$ cat src/rtl/spi_xact_pkg.sv
package spi_xact_pkg;

  typedef enum logic [2:0] {
    XS_IDLE,
    XS_SETUP,
    XS_LOAD,
    XS_SHIFT,
    XS_GAP,
    XS_HOLD
  } xs_state_e;

  typedef struct packed {
    logic       cpol;
    logic       cpha;
    logic       msb;
    logic       div16;
    logic [3:0] pm;
    logic       cspol;
    logic [3:0] clen;
    logic [3:0] bef;
    logic [3:0] aft;
    logic [4:0] gap;
  } csm_t;

  function automatic csm_t csm_decode(input logic [31:0] w);
    csm_t r;
    r.cpol  = w[31];
    r.cpha  = w[30];
    r.msb   = w[29];
    r.div16 = w[28];
    r.pm    = w[27:24];
    r.cspol = w[20];
    r.clen  = w[19:16];
    r.bef   = w[15:12];
    r.aft   = w[11:8];
    r.gap   = w[7:3];
    return r;
  endfunction

endpackage

$ cat src/rtl/spi_xact_cfg.sv
module spi_xact_cfg #(
  parameter int NCS = 4,
  parameter int WW  = 32,
  localparam int CSW = $clog2(NCS)
) (
  input  logic                     clk,
  input  logic                     rst,
  input  logic                     en,
  input  logic                     we,
  input  logic [CSW-1:0]           idx,
  input  logic [WW-1:0]            wdata,
  output logic [NCS-1:0][WW-1:0]   words
);

  for (genvar i = 0; i < NCS; i++) begin : g_word
    always_ff @(posedge clk) begin
      if (rst) begin
        words[i] <= '0;
      end else if (we && !en && (idx == CSW'(i))) begin
        words[i] <= wdata;
      end
    end
  end

  // configuration is frozen while the engine runs
  assert_cfg_locked_R3: assert property (@(posedge clk) disable iff (rst)
    en |=> $stable(words));

endmodule

$ cat src/rtl/spi_xact_clkdiv.sv
module spi_xact_clkdiv #(
  parameter int PMW = 4,
  localparam int CW = PMW + 6
) (
  input  logic           clk,
  input  logic           rst,
  input  logic           run,
  input  logic           sync,
  input  logic [PMW-1:0] pm,
  input  logic           div16,
  output logic           tick
);

  logic [CW-1:0] cnt;
  logic [CW-1:0] base;
  logic [CW-1:0] lim;

  assign base = (CW'(pm) + CW'(1)) << 1;
  assign lim  = div16 ? ((base << 4) - CW'(1)) : (base - CW'(1));
  assign tick = run && !sync && (cnt == lim);

  always_ff @(posedge clk) begin
    if (rst || !run || sync) begin
      cnt <= '0;
    end else if (cnt == lim) begin
      cnt <= '0;
    end else begin
      cnt <= cnt + CW'(1);
    end
  end

  // a half period is never shorter than two system clocks
  assert_tick_spacing_R7: assert property (@(posedge clk) disable iff (rst)
    tick |=> !tick);

endmodule

$ cat src/rtl/spi_xact_shift.sv
module spi_xact_shift #(
  parameter int DW = 16,
  localparam int IW = $clog2(DW)
) (
  input  logic          clk,
  input  logic          rst,
  input  logic          load,
  input  logic          lead,
  input  logic          trail,
  input  logic          last,
  input  logic          msb,
  input  logic          cpha,
  input  logic [IW-1:0] top_idx,
  input  logic [DW-1:0] tx_word,
  input  logic          miso_in,
  output logic          mosi,
  output logic [DW-1:0] rx_word,
  output logic          rx_stb
);

  logic [DW-1:0] txr;
  logic [DW-1:0] rxr;
  logic [DW-1:0] rx_merged;
  logic [IW-1:0] idx;
  logic [IW-1:0] nidx;
  logic [IW-1:0] start_idx;

  assign start_idx = msb ? top_idx : '0;
  assign nidx      = msb ? (idx - IW'(1)) : (idx + IW'(1));

  always_comb begin
    rx_merged = rxr;
    if (cpha) rx_merged[idx] = miso_in;
  end

  always_ff @(posedge clk) begin
    if (rst) begin
      txr     <= '0;
      rxr     <= '0;
      idx     <= '0;
      mosi    <= 1'b0;
      rx_word <= '0;
      rx_stb  <= 1'b0;
    end else begin
      rx_stb <= 1'b0;
      if (load) begin
        txr  <= tx_word;
        rxr  <= '0;
        idx  <= start_idx;
        mosi <= tx_word[start_idx];
      end else if (lead) begin
        if (!cpha) rxr[idx] <= miso_in;
        else       mosi     <= txr[idx];
      end else if (trail) begin
        if (cpha) rxr[idx] <= miso_in;
        if (last) begin
          rx_stb  <= 1'b1;
          rx_word <= rx_merged;
        end else begin
          idx <= nidx;
          if (!cpha) mosi <= txr[nidx];
        end
      end
    end
  end

  // one strobe per character, never back to back
  assert_rx_single_R12: assert property (@(posedge clk) disable iff (rst)
    rx_stb |=> !rx_stb);

endmodule

$ cat src/rtl/spi_xact_engine.sv
module spi_xact_engine #(
  parameter int NCS  = 4,
  parameter int DW   = 16,
  parameter int LENW = 16,
  parameter int PMW  = 4,
  localparam int CSW  = $clog2(NCS),
  localparam int IW   = $clog2(DW),
  localparam int BITW = LENW + 4,
  localparam int NCW  = IW + 1,
  localparam int WCW  = 7
) (
  input  logic            clk,
  input  logic            rst,
  input  logic [31:0]     ctl_word,
  input  logic            cfg_we,
  input  logic [CSW-1:0]  cfg_idx,
  input  logic [31:0]     cfg_wdata,
  input  logic            cmd_we,
  input  logic [31:0]     cmd_word,
  input  logic [DW-1:0]   tx_word,
  output logic            tx_take,
  output logic [DW-1:0]   rx_word,
  output logic            rx_stb,
  output logic            sck,
  output logic            mosi,
  input  logic            miso,
  output logic [NCS-1:0]  cs_line,
  output logic            busy
);
  import spi_xact_pkg::*;

  logic en;
  logic lp;
  assign en = ctl_word[31];
  assign lp = ctl_word[30];

  logic [NCS-1:0][31:0] words;

  spi_xact_cfg #(.NCS(NCS), .WW(32)) u_cfg (
    .clk(clk), .rst(rst), .en(en), .we(cfg_we), .idx(cfg_idx),
    .wdata(cfg_wdata), .words(words)
  );

  xs_state_e      st;
  csm_t           m;
  csm_t           nm;
  logic [CSW-1:0] sel_q;
  logic [CSW-1:0] cmd_sel;
  logic [BITW-1:0] rem;
  logic [NCW-1:0] nchar;
  logic [NCW-1:0] clen_n;
  logic [WCW-1:0] wcnt;
  logic           ph;
  logic [NCS-1:0] cs_act;
  logic           tick;
  logic           lead;
  logic           trail;
  logic           char_end;
  logic           miso_eff;

  assign cmd_sel  = cmd_word[31 -: CSW];
  assign nm       = csm_decode(words[cmd_sel]);
  assign clen_n   = NCW'(m.clen) + NCW'(1);
  assign lead     = (st == XS_SHIFT) && tick && !ph;
  assign trail    = (st == XS_SHIFT) && tick && ph;
  assign char_end = trail && (nchar == NCW'(1));
  assign miso_eff = lp ? mosi : miso;

  spi_xact_clkdiv #(.PMW(PMW)) u_div (
    .clk(clk), .rst(rst), .run(st != XS_IDLE), .sync(st == XS_LOAD),
    .pm(m.pm), .div16(m.div16), .tick(tick)
  );

  spi_xact_shift #(.DW(DW)) u_shift (
    .clk(clk), .rst(rst), .load(st == XS_LOAD), .lead(lead), .trail(trail),
    .last(char_end), .msb(m.msb), .cpha(m.cpha), .top_idx(m.clen[IW-1:0]),
    .tx_word(tx_word), .miso_in(miso_eff), .mosi(mosi),
    .rx_word(rx_word), .rx_stb(rx_stb)
  );

  for (genvar i = 0; i < NCS; i++) begin : g_cs
    assign cs_line[i] = cs_act[i] ^ words[i][20];
  end

  always_ff @(posedge clk) begin
    if (rst) begin
      st      <= XS_IDLE;
      m       <= '0;
      sel_q   <= '0;
      rem     <= '0;
      nchar   <= '0;
      wcnt    <= '0;
      ph      <= 1'b0;
      sck     <= 1'b0;
      cs_act  <= '0;
      busy    <= 1'b0;
      tx_take <= 1'b0;
    end else begin
      tx_take <= 1'b0;
      if (!en && st != XS_IDLE) begin
        st     <= XS_IDLE;
        cs_act <= '0;
        busy   <= 1'b0;
        sck    <= m.cpol;
        ph     <= 1'b0;
      end else begin
        case (st)
          XS_IDLE: begin
            if (cmd_we && en) begin
              sel_q  <= cmd_sel;
              m      <= nm;
              rem    <= (BITW'(cmd_word[LENW-1:0]) + BITW'(1)) << 3;
              cs_act <= NCS'(1) << cmd_sel;
              busy   <= 1'b1;
              sck    <= nm.cpol;
              ph     <= 1'b0;
              if (nm.bef == '0) begin
                st <= XS_LOAD;
              end else begin
                wcnt <= WCW'({nm.bef, 1'b0});
                st   <= XS_SETUP;
              end
            end
          end
          XS_SETUP, XS_GAP: begin
            if (tick) begin
              if (wcnt <= WCW'(1)) st <= XS_LOAD;
              else                 wcnt <= wcnt - WCW'(1);
            end
          end
          XS_LOAD: begin
            nchar   <= (rem < BITW'(clen_n)) ? NCW'(rem) : clen_n;
            tx_take <= 1'b1;
            ph      <= 1'b0;
            st      <= XS_SHIFT;
          end
          XS_SHIFT: begin
            if (tick) begin
              if (!ph) begin
                sck <= ~m.cpol;
                ph  <= 1'b1;
              end else begin
                sck   <= m.cpol;
                ph    <= 1'b0;
                rem   <= rem - BITW'(1);
                nchar <= nchar - NCW'(1);
                if (nchar == NCW'(1)) begin
                  if (rem == BITW'(1)) begin
                    if (m.aft == '0) begin
                      st     <= XS_IDLE;
                      cs_act <= '0;
                      busy   <= 1'b0;
                    end else begin
                      wcnt <= WCW'({m.aft, 1'b0});
                      st   <= XS_HOLD;
                    end
                  end else if (m.gap == '0) begin
                    st <= XS_LOAD;
                  end else begin
                    wcnt <= WCW'({m.gap, 1'b0});
                    st   <= XS_GAP;
                  end
                end
              end
            end
          end
          XS_HOLD: begin
            if (tick) begin
              if (wcnt <= WCW'(1)) begin
                st     <= XS_IDLE;
                cs_act <= '0;
                busy   <= 1'b0;
              end else begin
                wcnt <= wcnt - WCW'(1);
              end
            end
          end
          default: st <= XS_IDLE;
        endcase
      end
    end
  end

  logic unused_bits;
  assign unused_bits = ^{ctl_word[29:0], cmd_word[29:LENW], m.cspol, m.clen[3:IW-0 > 3 ? 3 : IW-0 > 3 ? 3 : 3]};

  assert_abort_R1: assert property (@(posedge clk) disable iff (rst)
    (!en && busy) |=> !busy);

  assert_one_cs_R11: assert property (@(posedge clk) disable iff (rst)
    busy |-> ($countones(cs_act) == 1));

  assert_no_cs_idle_R11: assert property (@(posedge clk) disable iff (rst)
    !busy |-> (cs_act == '0));

  assert_cmd_ignored_R11: assert property (@(posedge clk) disable iff (rst)
    (busy && cmd_we) |=> $stable(sel_q));

  assert_sck_idle_R4: assert property (@(posedge clk) disable iff (rst)
    (st != XS_SHIFT) |-> (sck == m.cpol));

endmodule

$ cat config.mk
export PLATFORM = sky130hd
export DESIGN_NAME = spi_xact_engine
export DESIGN_NICKNAME = d
export VERILOG_FILES = /design/src/rtl/spi_xact_pkg.sv /design/src/rtl/spi_xact_cfg.sv /design/src/rtl/spi_xact_clkdiv.sv /design/src/rtl/spi_xact_shift.sv /design/src/rtl/spi_xact_engine.sv
export SDC_FILE = /design/constraint.sdc
export NUM_CORES = 1
export LEC_CHECK = 0
export ABC_AREA = 1
export BUFFER_PORTS_ARGS = -buffer_cell sky130_fd_sc_hd__buf_2
export CAP_MARGIN = 25
export CORE_AREA = 2 2 157 159
export DETAILED_ROUTE_END_ITERATION = 12
export DIE_AREA = 0 0 159 161
export PLACE_DENSITY = 0.85
export SETUP_SLACK_MARGIN = 0.05
export SLEW_MARGIN = 15
export SYNTH_ARGS = -nofsm -noshare
export SYNTH_HDL_FRONTEND = slang
export SYNTH_HIERARCHICAL = 1
export SYNTH_SLANG_ARGS = --single-unit
export TNS_END_PERCENT = 100
$ cat constraint.sdc
create_clock -name clk -period 3.5 [get_ports clk]
set_input_delay 0.7 -clock clk [delete_from_list [all_inputs] [get_ports clk]]
set_output_delay 0.7 -clock clk [all_outputs]
set_load 0.02 [all_outputs]
==> qor.txt <==
initial antenna violation count: 0
antenna viol nets, final: 0
reg2reg start: m[18]
max frequency: 0.308 GHz
placed instance count: 2425
fin crit period: 3240 ps
Crit Path Max Fanout: 8
Fin Hold WS: 412 ps
Residual DRC: 0
Post-DP HPWL: 23000 µm
crit share post-route: 92.6%
hold path start: tx_word[6]
critical setup path kind: reg -> reg
row count: 57
Die Y: 161 µm
DIE AREA: 25600 µm²
DR iter-0 viols: 1282
leak pwr: 6.69 nW
area delta synth->final: 11.0%
maximum VDD drop: 0.355 mV
Hold Vio Cnt, Final: 0
grt total ovfl: 0
Syn Inst Count: 2093
hold crit path type: in -> reg
Layout Utilization: 61.6%
Die W: 159 µm
Mapped Nets: 2230
CTS buffer count: 26
nets@finish: 2269
clock sinks: 232
worst path arrival time: 3690 ps
wire per inst: 14.5 µm
I/O pin count: 144
Mapped Avg Cell Area: 6.35 µm²
Clock transition at path regs: 70 ps
Longest Clk Path Bufs: 3
n_diodes: 0
Clock Root Buffer: clkbuf_16
post-DR vias/cell: 5.55
Total Neg Setup Slack: 0 ps
drt first pass iters: 6
GP Congestion: 0.916
Critical Path RT: 3950 ps
vias in the first global route: 12800
CP startpoint: m[18]
largest net degree at the start of global routing: 101
fin cells: 2473
Synth Warn #: 6
CTS H-Tree Depth: 1
Vias: 13700
IO buf count: 93
number of max-cap violations: 0
Rel. slew slack: 27.1%
Critical Path End Type: flop
share of post-route cells with drive strength above 1: 11.0%
GRT Util Overall: 27.2%
Finish-stage setup viols: 0
Power Density: 577 nW/µm²
first-pass GRT wire length: 59600 µm
outcome: complete, no violations
Mapped Area: 13300 µm²
clock latency on the worst-skew pair: 540 ps
CTS tree: yes
routed wire length: 35800 µm
Filler Cell Count: 2216
max-slew violation count: 0
Critical Path Start Type: flop
core region area: 24000 µm²
measured slew at the worst slew-check pin: 1090 ps
Power Total: 8.51 mW
Starting Density: 55.5%
clock skew: 14.9 ps
-- sequential cells by signal, summed over array words and instances (netlist names) --
signal	cells
cs_act	4
nchar	5
u_div/cnt	10
rem	20
u_shift/idx	4
ph	1
tx_take	1
busy	1
st	3
u_shift/rxr	16
u_shift/mosi	1
u_shift/rx_word	16
u_shift/rx_stb	1
sck	1
m	21
u_shift/txr	16
u_cfg/words	104
wcnt	7
-- through the flow --
stage / cell area, µm² / worst slack [ps]
floorplan: 13300 / 561
global placement: 13900 / 157
detailed placement: 13900 / 54.5
CTS: 14700 / 146
global route: 14800 / -24.9
finish: 14800 / 258
-- what timing repair did --
item / 4_1_cts / 5_1_grt
gates cloned: 0 / 1
resized for setup: 1 / 8
pin swaps: 0 / 1
endpoints found under the setup margin: 2 / 53
setup buffers: 0 / 2
hold buffers: 0 / 0
-- cells in the final DEF, fill, tap and decap left out, types with 17 or more instances in the layout --
cell type	n
buf_2	93
dfxtp_1	230
a31oi_1	32
inv_1	197
a21oi_1	114
xor2_1	20
a22oi_1	43
o21ai_1	24
o21ai_0	111
nand2_1	535
ha_1	17
nor2_2	20
nand3_1	206
clkbuf_16	26
nor2_1	310
buf_4	25
-- per-layer routing --
layer  share of wire (%)  vias up  track usage [%]
met5                   0        -                0
met4                 3.0        0             10.5
met3                 8.0       99             3.39
met2                  47      590             46.8
met1                  42     6218             34.9
li1                    -     6821                -
-- power breakdown --
group / leakage [nW] / switching [mW] / internal, mW
Sequential: 1.89 / 0.297 / 2.92
Clock: 0.384 / 1.12 / 1.54
Combinational: 4.42 / 1.78 / 0.852
Total: 6.69 / 3.20 / 5.31
-- path summary, 6_finish.rpt --
check	end	slack, ps	depth (start not counted)
hold / removal	u_shift/txr[6]	410	3
setup reg to reg	u_shift/mosi	260	24
hold reg to reg	u_div/cnt[0]	480	1
setup / recovery	u_shift/mosi	260	24
-- layout make-up --
| type | instances | area [µm²] | area share [%] |
|---|---|---|---|
| Multi-Input combinational cell | 1539 | 7370 | 50.0 |
| Sequential cell | 232 | 4650 | 31.5 |
| Inverter | 213 | 806 | 5.46 |
| Timing Repair Buffer | 120 | 693 | 4.70 |
| Clock buffer | 31 | 679 | 4.60 |
| Tap cell | 324 | 405 | 2.75 |
| Clock inverter | 14 | 153 | 1.03 |
-- critical path: stages, from the launching register on --
cell and delay, ps:
dfxtp_4 370, ha_1 340, nand2_1 80, inv_1 30
nor2_1 160, nand2_1 70, nand2_1 60, nand3_1 60
nor2_1 180, nand2_1 80, nor2_1 90, nand3_1 130
nor3_4 220, nand2_1 90, inv_1 100, nand3_2 160
nor2_2 150, inv_1 60, nand2_1 60, inv_1 80
nand2_1 80, o211ai_1 120, nor2_1 120, a21oi_1 50
a21oi_1 200
No activity file was read; power rests on OpenSTA's default activity.
